--- config.mk ---
export PLATFORM = sky130hd
export DESIGN_NAME = sym_pattern_counter
export DESIGN_NICKNAME = d
export VERILOG_FILES = /design/src/rtl/spc_pkg.sv /design/src/rtl/spc_symbol_feed.sv /design/src/rtl/spc_pattern_fsm.sv /design/src/rtl/spc_sat_counter.sv /design/src/rtl/sym_pattern_counter.sv
export SDC_FILE = /design/constraint.sdc
export NUM_CORES = 1
export LEC_CHECK = 0
export BUFFER_PORTS_ARGS = -buffer_cell sky130_fd_sc_hd__buf_2
export CAP_MARGIN = 20
export CORE_ASPECT_RATIO = 0.6
export CORE_MARGIN = 5
export CORE_UTILIZATION = 51
export CTS_BUF_LIST = sky130_fd_sc_hd__clkbuf_8
export DETAILED_ROUTE_END_ITERATION = 8
export PLACE_DENSITY = 0.77
export SLEW_MARGIN = 20
export SYNTH_ARGS = -nofsm -noshare
export SYNTH_HDL_FRONTEND = slang
export SYNTH_SLANG_ARGS = --single-unit
--- constraint.sdc ---
create_clock -name clk_i -period 1.3 [get_ports clk_i]
set_input_delay 0.065 -clock clk_i [delete_from_list [all_inputs] [get_ports clk_i]]
set_output_delay 0.065 -clock clk_i [all_outputs]
set_load 0.01 [all_outputs]
--- src/rtl/spc_pkg.sv ---
package spc_pkg;

    typedef enum logic [1:0] {
        SYM_A = 2'b00,
        SYM_B = 2'b01,
        SYM_C = 2'b10,
        SYM_D = 2'b11
    } sym_e;

    typedef enum logic [1:0] {
        ST_IDLE  = 2'd0,
        ST_GOT_B = 2'd1,
        ST_B_A   = 2'd2,
        ST_B_D   = 2'd3
    } srch_e;

    typedef struct packed {
        srch_e nxt;
        logic  match;
    } srch_step_t;

    // One transition of the shared triplet recogniser.
    function automatic srch_step_t srch_step(input srch_e cur, input sym_e sym);
        srch_step_t r;
        r.match = 1'b0;
        r.nxt   = ST_IDLE;
        case (cur)
            ST_IDLE: begin
                r.nxt = (sym == SYM_B) ? ST_GOT_B : ST_IDLE;
            end
            ST_GOT_B: begin
                case (sym)
                    SYM_A:   r.nxt = ST_B_A;
                    SYM_D:   r.nxt = ST_B_D;
                    SYM_B:   r.nxt = ST_GOT_B;
                    default: r.nxt = ST_IDLE;
                endcase
            end
            ST_B_A: begin
                case (sym)
                    SYM_A, SYM_D: begin
                        r.match = 1'b1;
                        r.nxt   = ST_IDLE;
                    end
                    SYM_B:   r.nxt = ST_GOT_B;
                    default: r.nxt = ST_IDLE;
                endcase
            end
            ST_B_D: begin
                case (sym)
                    SYM_A: begin
                        r.match = 1'b1;
                        r.nxt   = ST_IDLE;
                    end
                    SYM_B:   r.nxt = ST_GOT_B;
                    default: r.nxt = ST_IDLE;
                endcase
            end
            default: r.nxt = ST_IDLE;
        endcase
        return r;
    endfunction

endpackage

--- src/rtl/spc_symbol_feed.sv ---
module spc_symbol_feed #(
    parameter int SYM_W   = 2,
    parameter int NUM_SYM = 9
) (
    input  logic                     clk_i,
    input  logic                     rst_i,
    input  logic                     start_i,
    input  logic [SYM_W*NUM_SYM-1:0] data_i,
    input  logic                     en_i,
    output logic [SYM_W-1:0]         sym_o,
    output logic                     sym_vld_o,
    output logic                     done_o
);
    localparam int WORD_W = SYM_W * NUM_SYM;
    localparam int IDX_W  = (NUM_SYM > 1) ? $clog2(NUM_SYM) : 1;
    localparam logic [IDX_W-1:0] LAST_IDX = IDX_W'(NUM_SYM - 1);

    typedef struct packed {
        logic [WORD_W-1:0] shreg;
        logic [IDX_W-1:0]  idx;
        logic              active;
        logic              done;
    } feed_t;

    feed_t feed_d, feed_q;
    logic  consume;

    assign consume   = feed_q.active && en_i && !start_i;
    assign sym_o     = feed_q.shreg[WORD_W-1 -: SYM_W];
    assign sym_vld_o = consume;
    assign done_o    = feed_q.done;

    always_comb begin
        feed_d = feed_q;
        if (start_i) begin
            feed_d.shreg  = data_i;
            feed_d.idx    = '0;
            feed_d.active = 1'b1;
            feed_d.done   = 1'b0;
        end else if (consume) begin
            feed_d.shreg = feed_q.shreg << SYM_W;
            if (feed_q.idx == LAST_IDX) begin
                feed_d.idx    = '0;
                feed_d.active = 1'b0;
                feed_d.done   = 1'b1;
            end else begin
                feed_d.idx = feed_q.idx + 1'b1;
            end
        end
    end

    always_ff @(posedge clk_i) begin
        if (rst_i) begin
            feed_q <= '0;
        end else begin
            feed_q <= feed_d;
        end
    end

endmodule

--- src/rtl/spc_pattern_fsm.sv ---
module spc_pattern_fsm
    import spc_pkg::*;
(
    input  logic       clk_i,
    input  logic       rst_i,
    input  logic       start_i,
    input  logic [1:0] sym_i,
    input  logic       sym_vld_i,
    output logic       match_o,
    output logic       hit_o
);
    typedef struct packed {
        srch_e st;
        logic  hit;
    } fsm_t;

    fsm_t       fsm_d, fsm_q;
    srch_step_t step;

    assign step    = srch_step(fsm_q.st, sym_e'(sym_i));
    assign match_o = sym_vld_i && !start_i && step.match;
    assign hit_o   = fsm_q.hit;

    always_comb begin
        fsm_d     = fsm_q;
        fsm_d.hit = 1'b0;
        if (start_i) begin
            fsm_d.st = ST_IDLE;
        end else if (sym_vld_i) begin
            fsm_d.st  = step.nxt;
            fsm_d.hit = step.match;
        end
    end

    always_ff @(posedge clk_i) begin
        if (rst_i) begin
            fsm_q <= '{st: ST_IDLE, hit: 1'b0};
        end else begin
            fsm_q <= fsm_d;
        end
    end

endmodule

--- src/rtl/spc_sat_counter.sv ---
module spc_sat_counter #(
    parameter int CNT_W = 4
) (
    input  logic             clk_i,
    input  logic             rst_i,
    input  logic             clr_i,
    input  logic             inc_i,
    output logic [CNT_W-1:0] cnt_o
);
    localparam logic [CNT_W-1:0] CNT_MAX = {CNT_W{1'b1}};

    typedef struct packed {
        logic [CNT_W-1:0] cnt;
    } cnt_t;

    cnt_t cnt_d, cnt_q;

    assign cnt_o = cnt_q.cnt;

    always_comb begin
        cnt_d = cnt_q;
        if (clr_i) begin
            cnt_d.cnt = '0;
        end else if (inc_i && (cnt_q.cnt != CNT_MAX)) begin
            cnt_d.cnt = cnt_q.cnt + 1'b1;
        end
    end

    always_ff @(posedge clk_i) begin
        if (rst_i) begin
            cnt_q <= '0;
        end else begin
            cnt_q <= cnt_d;
        end
    end

endmodule

--- src/rtl/sym_pattern_counter.sv ---
module sym_pattern_counter #(
    parameter int SYM_W   = 2,
    parameter int NUM_SYM = 9,
    parameter int CNT_W   = 4,
    localparam int WORD_W = SYM_W * NUM_SYM
) (
    input  logic              clk_i,
    input  logic              rst_i,
    input  logic              start_i,
    input  logic [WORD_W-1:0] data_i,
    input  logic              en_i,
    output logic              hit_o,
    output logic [CNT_W-1:0]  count_o,
    output logic              done_o
);
    logic [SYM_W-1:0] cur_sym;
    logic             cur_vld;
    logic             match;

    spc_symbol_feed #(
        .SYM_W  (SYM_W),
        .NUM_SYM(NUM_SYM)
    ) feed_i (
        .clk_i    (clk_i),
        .rst_i    (rst_i),
        .start_i  (start_i),
        .data_i   (data_i),
        .en_i     (en_i),
        .sym_o    (cur_sym),
        .sym_vld_o(cur_vld),
        .done_o   (done_o)
    );

    spc_pattern_fsm fsm_i (
        .clk_i    (clk_i),
        .rst_i    (rst_i),
        .start_i  (start_i),
        .sym_i    (cur_sym),
        .sym_vld_i(cur_vld),
        .match_o  (match),
        .hit_o    (hit_o)
    );

    spc_sat_counter #(
        .CNT_W(CNT_W)
    ) cnt_i (
        .clk_i(clk_i),
        .rst_i(rst_i),
        .clr_i(start_i),
        .inc_i(match),
        .cnt_o(count_o)
    );

endmodule

# Word-level counts from Yosys, hierarchy flattened
# Cells that the tools add are included.
op_classes:
  add_sub_neg: 2
  mul: 0
  n_div: 0
  order_cmp: 0
  eq_ne: 7
  n_shift: 0
  muxes: 10
  bitwise_logic: 1
  reduce_logical: 16
ops:
  columns: ["operator", "count"]
  rows:
  - ["24-bit 2-to-1 mux", 2]
  - ["4-bit by 1-bit adder with 4-bit output, second input constant", 2]
  - ["2-bit == test, second input constant", 3]
  - ["2-bit case mux with 3 select lines", 1]
  - ["3-bit OR reduction", 2]
  - ["1-bit logical AND", 5]
  - ["2-bit by 1-bit == test with 1-bit output, second input constant", 2]
  - ["4-bit == test, second input constant", 1]
  - ["2-bit zero test", 2]
  - ["4-bit 2-to-1 mux", 1]
  - ["4-bit inequality test, second input constant", 1]
  - ["2-bit case mux with 2 select lines", 1]
  - ["2-bit AND reduction", 2]
  - ["2-bit nonzero test", 2]
  - ["2-bit OR reduction", 2]
  - ["1-bit 2-to-1 mux", 3]
  - ["2-bit 2-to-1 mux", 1]
  - ["1-bit case mux with 2 select lines", 1]
  - ["1-bit zero test", 1]
  - ["1-bit NOT", 1]
totals:
  register_bits: 31
  latchBits: 0
  ram_bits: 0
  rom_bits: 0
  inputBits: 22
  wordCells: 43
  memories: 0

# Longest topological paths before layout
# Gate-level depths: netlist (run 1).
depth:
  ltp_word: 6
  ltp_mapped: 6

# By module
# From an unflattened synthesis (run 1), not the netlist that was laid out.
hier_totals:
  hier_cells: 175
  area_unflattened_um2: 1551.5
by_module_without_submodules:
  columns: ["mod", "instances", "cells_per_inst", "area_each_um2", "seq_area_each_um2"]
  rows:
  - ["spc_symbol_feed", 1, 130, 1161.1, 480.5]
  - ["spc_pattern_fsm", 1, 23, 201.4, 60.1]
  - ["spc_sat_counter", 1, 22, 188.9, 80.1]

# Least setup slack after synthesis (run 1)
# OpenSTA, ideal clock, no wires.
synth_timing:
  path_type: "register -> register"
  start: "register feed_i.feed_q (netlist bit feed_i.sym_o[0])"
  end: "register cnt_i.cnt_q (netlist bit cnt_i.cnt_o[3])"
  setup_ps: 116
  arrival_time_ps: 1319
  t_required_ps: 1184
  setup_slack_ps: -136
  stages_incl_launch_ff: 7
  n_path_buf: 0
  synth_period_minus_slack_ps: 1436
  cell_sequence: "dfxtp_1 inv_1 ha_1 nor2_1 o211a_1 a211oi_1 a31o_2"
synth_between:
  elab_chain_len: 6
  word_cells_on_any_way: 8
  classes_between: "eq/ne (1); mux (3); reduce/logical (4)"
synth_lines:
  columns: ["element", "line_no", "rtl"]
  rows:
  - ["from (decl)", "spc_symbol_feed.sv:25", "feed_t feed_d, feed_q;"]
  - ["from (signal assigned)", "spc_symbol_feed.sv:54", "feed_q <= '0;"]
  - ["from (signal assigned)", "spc_symbol_feed.sv:56", "feed_q <= feed_d;"]
  - ["2-bit == test / 2-bit zero test (equally long branches)", "spc_pkg.sv:40, spc_pkg.sv:50", null]
  - ["2-bit OR reduction", "spc_pkg.sv:40", "case (sym)"]
  - ["1-bit 2-to-1 mux", "spc_pkg.sv:40", null]
  - ["1-bit case mux with 2 select lines *", "spc_pkg.sv:27", "case (cur)"]
  - ["1-bit logical AND *", "spc_pattern_fsm.sv:21", "assign match_o = sym_vld_i && !start_i && step.match;"]
  - ["1-bit logical AND *", "spc_sat_counter.sv:24", "end else if (inc_i && (cnt_q.cnt != CNT_MAX)) begin"]
  - ["to (signal assigned)", "spc_sat_counter.sv:33", "cnt_q <= cnt_d;"]
  - ["to (decl)", "spc_sat_counter.sv:16", "cnt_t cnt_d, cnt_q;"]
# Every way passes the cells marked *; elsewhere a longest branch is shown, timed or not.
# A chain may end at the register's enable or synchronous reset.

# Worst setup path after layout (run 1)
layout_timing:
  start: "register feed_i.feed_q (netlist bit feed_i.sym_o[0])"
  end: "register cnt_i.cnt_q (netlist bit cnt_i.cnt_o[1])"
# The elaborated chain is that of the path after synthesis.

==> results.ini, run 1 <==
[outcome]
status=finished, violations left
violations=setup timing

[timing]
fin_crit_sh=1.05
final-max-slew-violation-count=0
worst_pin_slew_ns=0.282
setup_ws_ns=-0.0622
hold_slack_ns=0.0193
finalSetupTns_ns=-0.150
rsz0062_at_grt=yes
max-slew-margin-rel=0.812
fmax_mhz=734
clock_skew_ns=0.00389
fin_crit_ns=1.36
hold_violations=0
setup_viol_count_final=3

[layout]
layout-drive-gt1-share=0.462
nFillCells=205
fin_nets=225
finalNonFillerCells=239
syn2layout_area_growth_pct=31.8
num_antenna_cells=0
stdcell_area_sq_mm=0.00198

[routing]
routed_wl_microns=3490
drt_iter0_markers=80
drc=0
num_vias=1237
dr.pass1.iters=5
wl_per_cell_microns=14.6
viasPerCell=5.18
final_antenna_net_count=0

[worst_setup_path]
cp_top_family=flip-flops
crit_required_ns=1.46
endpoint_kind=flop
path_cells=inv_2, ha_4, nor2_4, o211a_4, mux2i_2, nor2_1
critPathBufInv=1
startpoint_type=flop
slowest_stage=dfxtp_2
crit_path_max_incr_delay_ns=0.33
critPathMaxFanout=4
critical_path_class=reg -> reg
crit_arrival_ns=1.52

[synth]
synth_cell_types=36
synth_top_cell_by_area=dfxtp_1
yosys-mux-area-fraction=0.218
synthTopCellsByArea=dfxtp_1, mux2i_1, mux2_2
synth_top_family_by_area=multiplexers
synth_warnings=0
ys_seq_area_frac=0.413
yosys.area.top_type_share=0.413
synth_area_per_cell_sq_um=9.70
synth_fa_ha_area_frac=0.0582
yosys.area_share.simple=0.161
synthesis.area_sq_mm=0.00150
synth_xor_area_frac=0.00582
synth-compound-area-share=0.101
synth_nets=184
synthCells=155
ys_seq_elements=31

[global_routing]
grt_use_total=0.183
grt_pass1_wl_microns=5700
grt-ovfl-total=0
antenna_found_initial=0
grt_max_degree=21
grt_pass1_vias=1276

[floorplanning]
core_area_sq_mm=0.00285
die_w_microns=80.1
start_util=0.527
rows=15
die_area_sq_mm=0.00417
io_pins=28
die_height_microns=52.1

[placement]
hpwl_microns=2400
gp_congestion=0.807
port-buffer-count=27
placedCellCount=227
dpl-instance-area_sq_mm=0.00177

[clock_tree]
path_clk_slew_ns=0.06
cts_tree=built
holdBufCountCts=0
ctsRootBufferMaster=clkbuf_8
cts_buffer_depth=2
cts_max_level=2
worstSkewPairLatency_ns=0.28
cts_made_buffers=5
cts_num_sinks=31

[pwr]
power_leakage_uw=0.000901
power_density_mw_per_mm2=1060
ir_worst_vdd_mv=0.643

[flow_run]
cap_violations=0

[min_path]
min_path_type=in -> reg

[synth_stat cells, drive strengths merged]
cell type and n:
a41oi 1, and4b 1, o21ai 3, and2 1
nand3b 2, a211o 1, a41o 1, or4 1
buf 6, or3 1, nor3b 1, or2 1
a21oi 11, nor2 22, mux2i 17, nor2b 4
o211a 1, xnor2 1, nand3 2, a211oi 1
and3b 2, a31o 2, a311oi 1, nand2 10
inv 5, clkbuf 2, and3 1, o21a 1
ha 7, dfxtp 31, mux2 14
[per-layer routing]
| metal | vias up | global-route usage | part of all wire |
|---|---|---|---|
| met1 | 580 | 0.212 | 0.44 |
| met4 | 0 | 0.0815 | 0.017 |
| met2 | 28 | 0.302 | 0.49 |
| met3 | 7 | 0.0709 | 0.052 |
| li1 | 622 | - | - |
| met5 | - | 0 | 0 |
[repair_timing]
item / CTS / global route
buffers inserted: 1 / 2
resized for setup: 7 / 11
cloned: 0 / 1
pin swaps: 5 / 2
setup endpoints to repair: 6 / 24
[cell usage in the layout (no fill, tap or decap), types with 2 or more instances in the layout]
master / n
buf_4: 12
a31o_2: 2
mux2_2: 13
inv_2: 4
and3b_2: 2
inv_1: 2
a21oi_1: 8
clkbuf_8: 7
nand2_1: 9
a21oi_2: 3
dfxtp_1: 26
ha_1: 5
nor2b_1: 3
dfxtp_2: 4
nor2_1: 21
buf_2: 27
o21ai_0: 3
mux2i_1: 16
nand3b_1: 2
nand3_1: 2
[worst reg2reg max path: stages (launching register included)]
cell	delay, ns
dfxtp_2	0.33
inv_2	0.05
ha_4	0.25
nor2_4	0.10
o211a_4	0.21
mux2i_2	0.23
nor2_1	0.06
[report_power, final]
| part | leakage (uW) | total [uW] | internal (uW) | switching [uW] |
|---|---|---|---|---|
| clock network | 0.0000557 | 820 | 475 | 345 |
| logic | 0.000590 | 260 | 143 | 118 |
| registers | 0.000256 | 1010 | 988 | 24.8 |
| total | 0.000901 | 2090 | 1610 | 488 |
[cell families (layout without fill, tap and decap cells)]
logic type	Yosys count	after routing
simple gates	49	49
mux	31	31
flops	31	31
compound gates	23	23
buf+inv	13	55
fa+ha+maj	7	7
xor+xnor	1	1
[worst paths after layout]
kind	from	endpoint	slack [ns]	cells past startpoint
worst max-delay path	feed_i.sym_o[0]	cnt_i.cnt_o[1]	-0.06	6
worst min-delay path	data_i[14]	feed_i.feed_q[20]	0.02	3
worst max register to register	feed_i.sym_o[0]	cnt_i.cnt_o[1]	-0.06	6
worst min register to register	feed_i.feed_q[6]	feed_i.feed_q[6]	0.49	2
[stage by stage]
stage,setup WS (ns),power (uW),utilization
6_report,-0.0622,2090,0.695
4_1_cts,-0.0571,2090,0.667
5_1_grt,-0.114,2210,0.695
3_5_place_dp,-0.135,1270,0.621
2_1_floorplan,-0.0495,1190,-
3_3_place_gp,-0.0453,1250,0.621
[registers in the layout (all words and copies together), names as in the netlist]
| signal | cells |
|---|---|
| fsm_i.fsm_q | 2 |
| feed_i.done_o | 1 |
| fsm_i.hit_o | 1 |
| feed_i.feed_q | 21 |
| feed_i.sym_o | 2 |
| cnt_i.cnt_o | 4 |
[layout make-up]
cell class              instances  area, sq um  area share
flip-flops and latches         31          629       0.318
repair buffers                 42          282       0.142
multi-input cells             111          900       0.454
clock inverters                 1         3.75     0.00189
inverters                       5         18.8     0.00947
well taps                      42         52.6      0.0265
clock buffers                   7         96.3      0.0486
No activity file was read; power rests on OpenSTA's default activity.
==> run 2: changes to the inputs <==
CORE_UTILIZATION = 55   (was 51)
PLACE_DENSITY = 0.79   (was 0.77)
clock period = 1.6 ns   (was 1.3 ns; I/O delays follow)
==> run 2 against run 1 <==
Die area shrank 6.1%; non-clock buffer count shrank 12; final cell count shrank 9.2%; fmax shrank 8.9%; the run now ends clean; power shrank 8.8%; design area shrank 8.4%.
==> results.ini, run 2 (synthesized netlist as in run 1, its figures left out) <==
[flow_run]
cap_violations=0

[layout]
syn2layout_area_growth_pct=20.7
largest_register=feed_i.feed_q
layout_common_cells=dfxtp_1, buf_2, nor2_1
fin_nets=213
fin_util=0.710
layout-drive-gt1-share=0.341
largest_reg_flops=21
num_antenna_cells=0
stdcell_area_sq_mm=0.00182
nFillCells=203

[timing]
fin_crit_sh=0.935
max-slew-margin-rel=0.794
finalSetupTns_ns=0
worst_pin_slew_ns=0.310
hold_violations=0
rsz0062_at_grt=no
fin_crit_ns=1.50
clock_skew_ns=0.00738
fmax_mhz=669
hold_slack_ns=0.0222
final-max-slew-violation-count=0
setup_viol_count_final=0

[floorplanning]
core_area_sq_mm=0.00256
rows=14
io_pins=28
die_height_microns=50.5
start_util=0.588
die_area_sq_mm=0.00391
die_w_microns=77.5

[worst_setup_path]
startpoint_type=flop
slowest_stage=dfxtp_2
critPathMaxFanout=4
endpoint_kind=flop
critical_path_class=reg -> reg
crit_path_max_incr_delay_ns=0.36
critPathBufInv=1
crit_arrival_ns=1.68
path_cells=inv_1, ha_1, nor2_2, o211a_4, a211oi_1, a31o_2
crit_required_ns=1.78
cp_top_family=compound AO/OA/AOI/OAI gates
r2r_setup_slack_ns=0.10

[routing]
final_antenna_net_count=0
num_vias=1179
viasPerCell=5.43
drt_iter0_markers=35
dr.pass1.iters=4
routed_wl_microns=3330
drc=0
wl_per_cell_microns=15.3

[global_routing]
grt_use_total=0.195
grt-ovfl-total=0
grt_pass1_vias=1233
antenna_found_initial=0
grt_pass1_wl_microns=5880
grt_max_degree=23

[pwr]
power_density_mw_per_mm2=1050
ir_worst_vdd_mv=0.505
power_leakage_uw=0.000832

[clock_tree]
holdBufCountCts=0
cts_tree=built
cts_made_buffers=5
cts_max_level=2
path_clk_slew_ns=0.07
ctsRootBufferMaster=clkbuf_8
cts_num_sinks=31
worstSkewPairLatency_ns=0.29
cts_buffer_depth=2

[outcome]
status=finished, final reports clean

[placement]
hpwl_microns=2380
dpl-instance-area_sq_mm=0.00167
port-buffer-count=27
gp_congestion=0.794

[min_path]
min_path_type=in -> reg

[run 2: repair_timing]
| item | in CTS | in global routing |
|---|---|---|
| hold endpoints to repair | 0 | 0 |
| setup endpoints to repair | 0 | 5 |
| gates resized for setup | 0 | 6 |
| setup buffers | 0 | 0 |
[run 2: final timing paths]
| kind | to | depth (start not counted) | from |
|---|---|---|---|
| hold reg to reg | feed_i.done_o | 2 | feed_i.done_o |
| hold / removal | feed_i.feed_q[18] | 3 | data_i[12] |
| setup / recovery | cnt_i.cnt_o[3] | 6 | feed_i.sym_o[0] |
| setup reg to reg | cnt_i.cnt_o[3] | 6 | feed_i.sym_o[0] |
[run 2: per-layer routing]
layer  global-route usage  share of wire
met2                0.303           0.46
met3               0.0661          0.050
met1                0.235           0.48
met4                0.123          0.015
met5                    0              0
[run 2: area by class of cell]
type | instances | area [sq um] | area share
timing repair buffer | 30 | 170 | 0.0937
sequential | 31 | 626 | 0.345
clock inverter | 3 | 63.8 | 0.0351
tap | 32 | 40.0 | 0.0221
clock buffer | 5 | 68.8 | 0.0379
multi-input combinational | 111 | 828 | 0.456
inverter | 5 | 18.8 | 0.0103
[run 2: where the power goes]
group | switching, uW | total, uW | internal, uW
clock | 295 | 911 | 616
combinational | 85.5 | 176 | 90.4
sequential | 19.7 | 823 | 803
[run 2: through the flow]
step / total power, uW / std cells / worst slack [ns]
6_report: 1910 / 217 / 0.105
4_1_cts: 1920 / 217 / 0.0121
2_1_floorplan: 953 / 155 / 0.164
3_3_place_gp: 997 / 209 / 0.119
3_5_place_dp: 1010 / 209 / 0.0291
5_1_grt: 1990 / 217 / 0.0232
[run 2: worst min-delay path, delay by kind of cell]
family / cells / cell delay (ns)
multiplexers: 1 / 0.05
AND/OR/NAND/NOR: 1 / 0.07
buffers and inverters: 1 / 0.07
==> run 3: changes to the inputs <==
ABC_AREA = 1   (was default)
==> run 3 against run 2 <==
Sequential share of layout area up 2.8 points; fmax is 7.2% higher; critical path type unchanged; area after synthesis is 3.3% lower; largest cell class unchanged.
==> results.ini, run 3 <==
[outcome]
status=finished, final reports clean

[timing]
final-max-slew-violation-count=0
hold_violations=0
fmax_mhz=717
clock_skew_ns=0.00330
fin_crit_sh=0.872
fin_crit_ns=1.39
setup_viol_count_final=0
max-slew-margin-rel=0.711
finalSetupTns_ns=0
rsz0062_at_grt=no
worst_pin_slew_ns=0.434

[worst_setup_path]
crit_required_ns=1.81
crit_path_max_incr_delay_ns=0.39
critical_path_class=reg -> reg
crit_arrival_ns=1.60
path_cells=inv_1, ha_1, nand2_1, nand2_1, nor2_2, nand3_1, a21oi_1
crit_top_cell=nand2_1
critPathMaxFanout=4
slowest_stage=dfxtp_1
endpoint_kind=flop
startpoint_type=flop

[floorplanning]
die_area_sq_mm=0.00381
core_area_sq_mm=0.00252
io_pins=28
die_w_microns=76.4
start_util=0.576
die_height_microns=49.8
rows=14

[routing]
wl_per_cell_microns=10.9
drc=0
drt_iter0_markers=96
dr.pass1.iters=4
num_vias=1282
routed_wl_microns=2860
viasPerCell=4.89
final_antenna_net_count=0

[layout]
fin_util=0.661
largest_reg_flops=21
num_antenna_cells=0
syn2layout_area_growth_pct=14.7
layout-drive-gt1-share=0.170
nFillCells=234
final_common_cell=nand2_1
largest_register=feed_i.feed_q
fin_nets=260
layout_common_cells=nand2_1, dfxtp_1, buf_2

[global_routing]
grt_pass1_wl_microns=4970
grt_max_degree=23
grt_use_total=0.161
grt_pass1_vias=1181
grt-ovfl-total=0
antenna_found_initial=0

[clock_tree]
cts_buffer_depth=2
cts_max_level=2
cts_made_buffers=5
cts_num_sinks=31
path_clk_slew_ns=0.06
ctsRootBufferMaster=clkbuf_8
cts_tree=built
holdBufCountCts=0
worstSkewPairLatency_ns=0.28

[synth]
synthTopCellsByArea=dfxtp_1, nand2_1, ha_1
synth_fa_ha_area_frac=0.0602
synth_xor_area_frac=0.0120
synthArstFlopShare=0
yosys.area.top_type_share=0.427
yosys.area_share.simple=0.302
synth-compound-area-share=0.107
synthCells=202
synthesis.area_sq_mm=0.00145
synth_area_per_cell_sq_um=7.20
synth_warnings=0
ys_seq_elements=31
synthFlopType=dfxtp_1
synth_top_family_by_area=simple AND/OR/NAND/NOR gates
synth_nets=231
synth_cell_types=23
synth_commonest_cells=nand2_1, dfxtp_1, inv_1
synth_edf_count=0
synth_top_cell_by_area=dfxtp_1
synth.most_common_cell=nand2_1
ys_seq_area_frac=0.427
yosys-mux-area-fraction=0

[min_path]
min_path_type=in -> reg

[placement]
port-buffer-count=27
hpwl_microns=2140
gp_congestion=0.771

[pwr]
power_leakage_uw=0.000778
ir_worst_vdd_mv=0.586
power_density_mw_per_mm2=895

[flow_run]
cap_violations=0

==> run 3: cell types whose count changed after synthesis, moves of 3 or more <==
cell     before  now
mux2i_1      17    0
a31oi_1       0   10
nor2b_1       4    0
nor2_1       22    4
mux2_2       14    0
inv_1         5   22
nand4_1       0    3
nand2_1       9   79
nand3_1       2   15
==> run 3: worst paths after layout <==
path | endpoint | cells past startpoint | from | slack, ns
setup / recovery | cnt_i.cnt_o[0] | 7 | feed_i.sym_o[0] | 0.21
hold / removal | feed_i.feed_q[6] | 3 | data_i[0] | 0.06
setup reg to reg | cnt_i.cnt_o[0] | 7 | feed_i.sym_o[0] | 0.21
hold reg to reg | feed_i.done_o | 2 | feed_i.done_o | 0.45
==> run 3: metal layers <==
layer | routed length (microns) | track usage | part of all wire | vias up
met3 | 160 | 0.0527 | 0.056 | 5
met5 | 0 | 0 | 0 | -
met4 | 34 | 0.0610 | 0.012 | 0
li1 | - | - | - | 702
met1 | 1500 | 0.218 | 0.52 | 553
met2 | 1170 | 0.237 | 0.41 | 22
==> run 3: cells by family (layout without fill, tap and decap cells) <==
kind of cell	count (synthesis)	after routing
xor gates and xnor gates	2	2
adders and majority gates	7	7
DFF	31	31
AOI/OAI and AO/OA	26	26
and+or+nand+nor	106	106
buffers and inverters	30	58
==> run 3: stage by stage <==
step | power, uW | hold WS [ns] | instances | instance area [sq um] | setup slack, ns
after floorplan | 927 | 0.149 | 202 | 1450 | 0.319
after global placement | 971 | 0.344 | 256 | 1590 | 0.212
after detailed placement | 973 | 0.342 | 256 | 1590 | 0.152
after CTS | 1510 | 0.0511 | 262 | 1670 | 0.148
after global routing | 1570 | 0.0688 | 262 | 1670 | 0.0347
final | 1490 | 0.0563 | 262 | 1670 | 0.205
==> run 3: area by class of cell <==
type                    count  area [sq um]  area share
inverters                  24          90.1      0.0540
flip-flops and latches     31           621       0.372
clock inverters             1          3.75     0.00225
clock buffers               5          68.8      0.0413
well taps                  32          40.0      0.0240
repair buffers             28           143      0.0855
multi-input cells         141           702       0.421
==> run 3: where the power goes <==
| group | switching [uW] | internal, uW | leakage [uW] |
|---|---|---|---|
| clock network | 254 | 282 | 0.0000413 |
| logic | 83.6 | 54.6 | 0.000483 |
| registers | 16.5 | 802 | 0.000254 |
==> run 3: timing repair <==
item,4_1_cts,5_1_grt
resized for setup,0,1
setup buffers,0,0
endpoints found under the setup margin,0,4
hold endpoints to repair,0,0
==> run 3: worst max-delay path, delay by kind of cell, from the launching register on <==
kind	cells	cell delay, ns
buf+inv	1	0.08
fa+ha+maj	1	0.30
flops	1	0.39
compound gates	1	0.14
simple gates	4	0.41
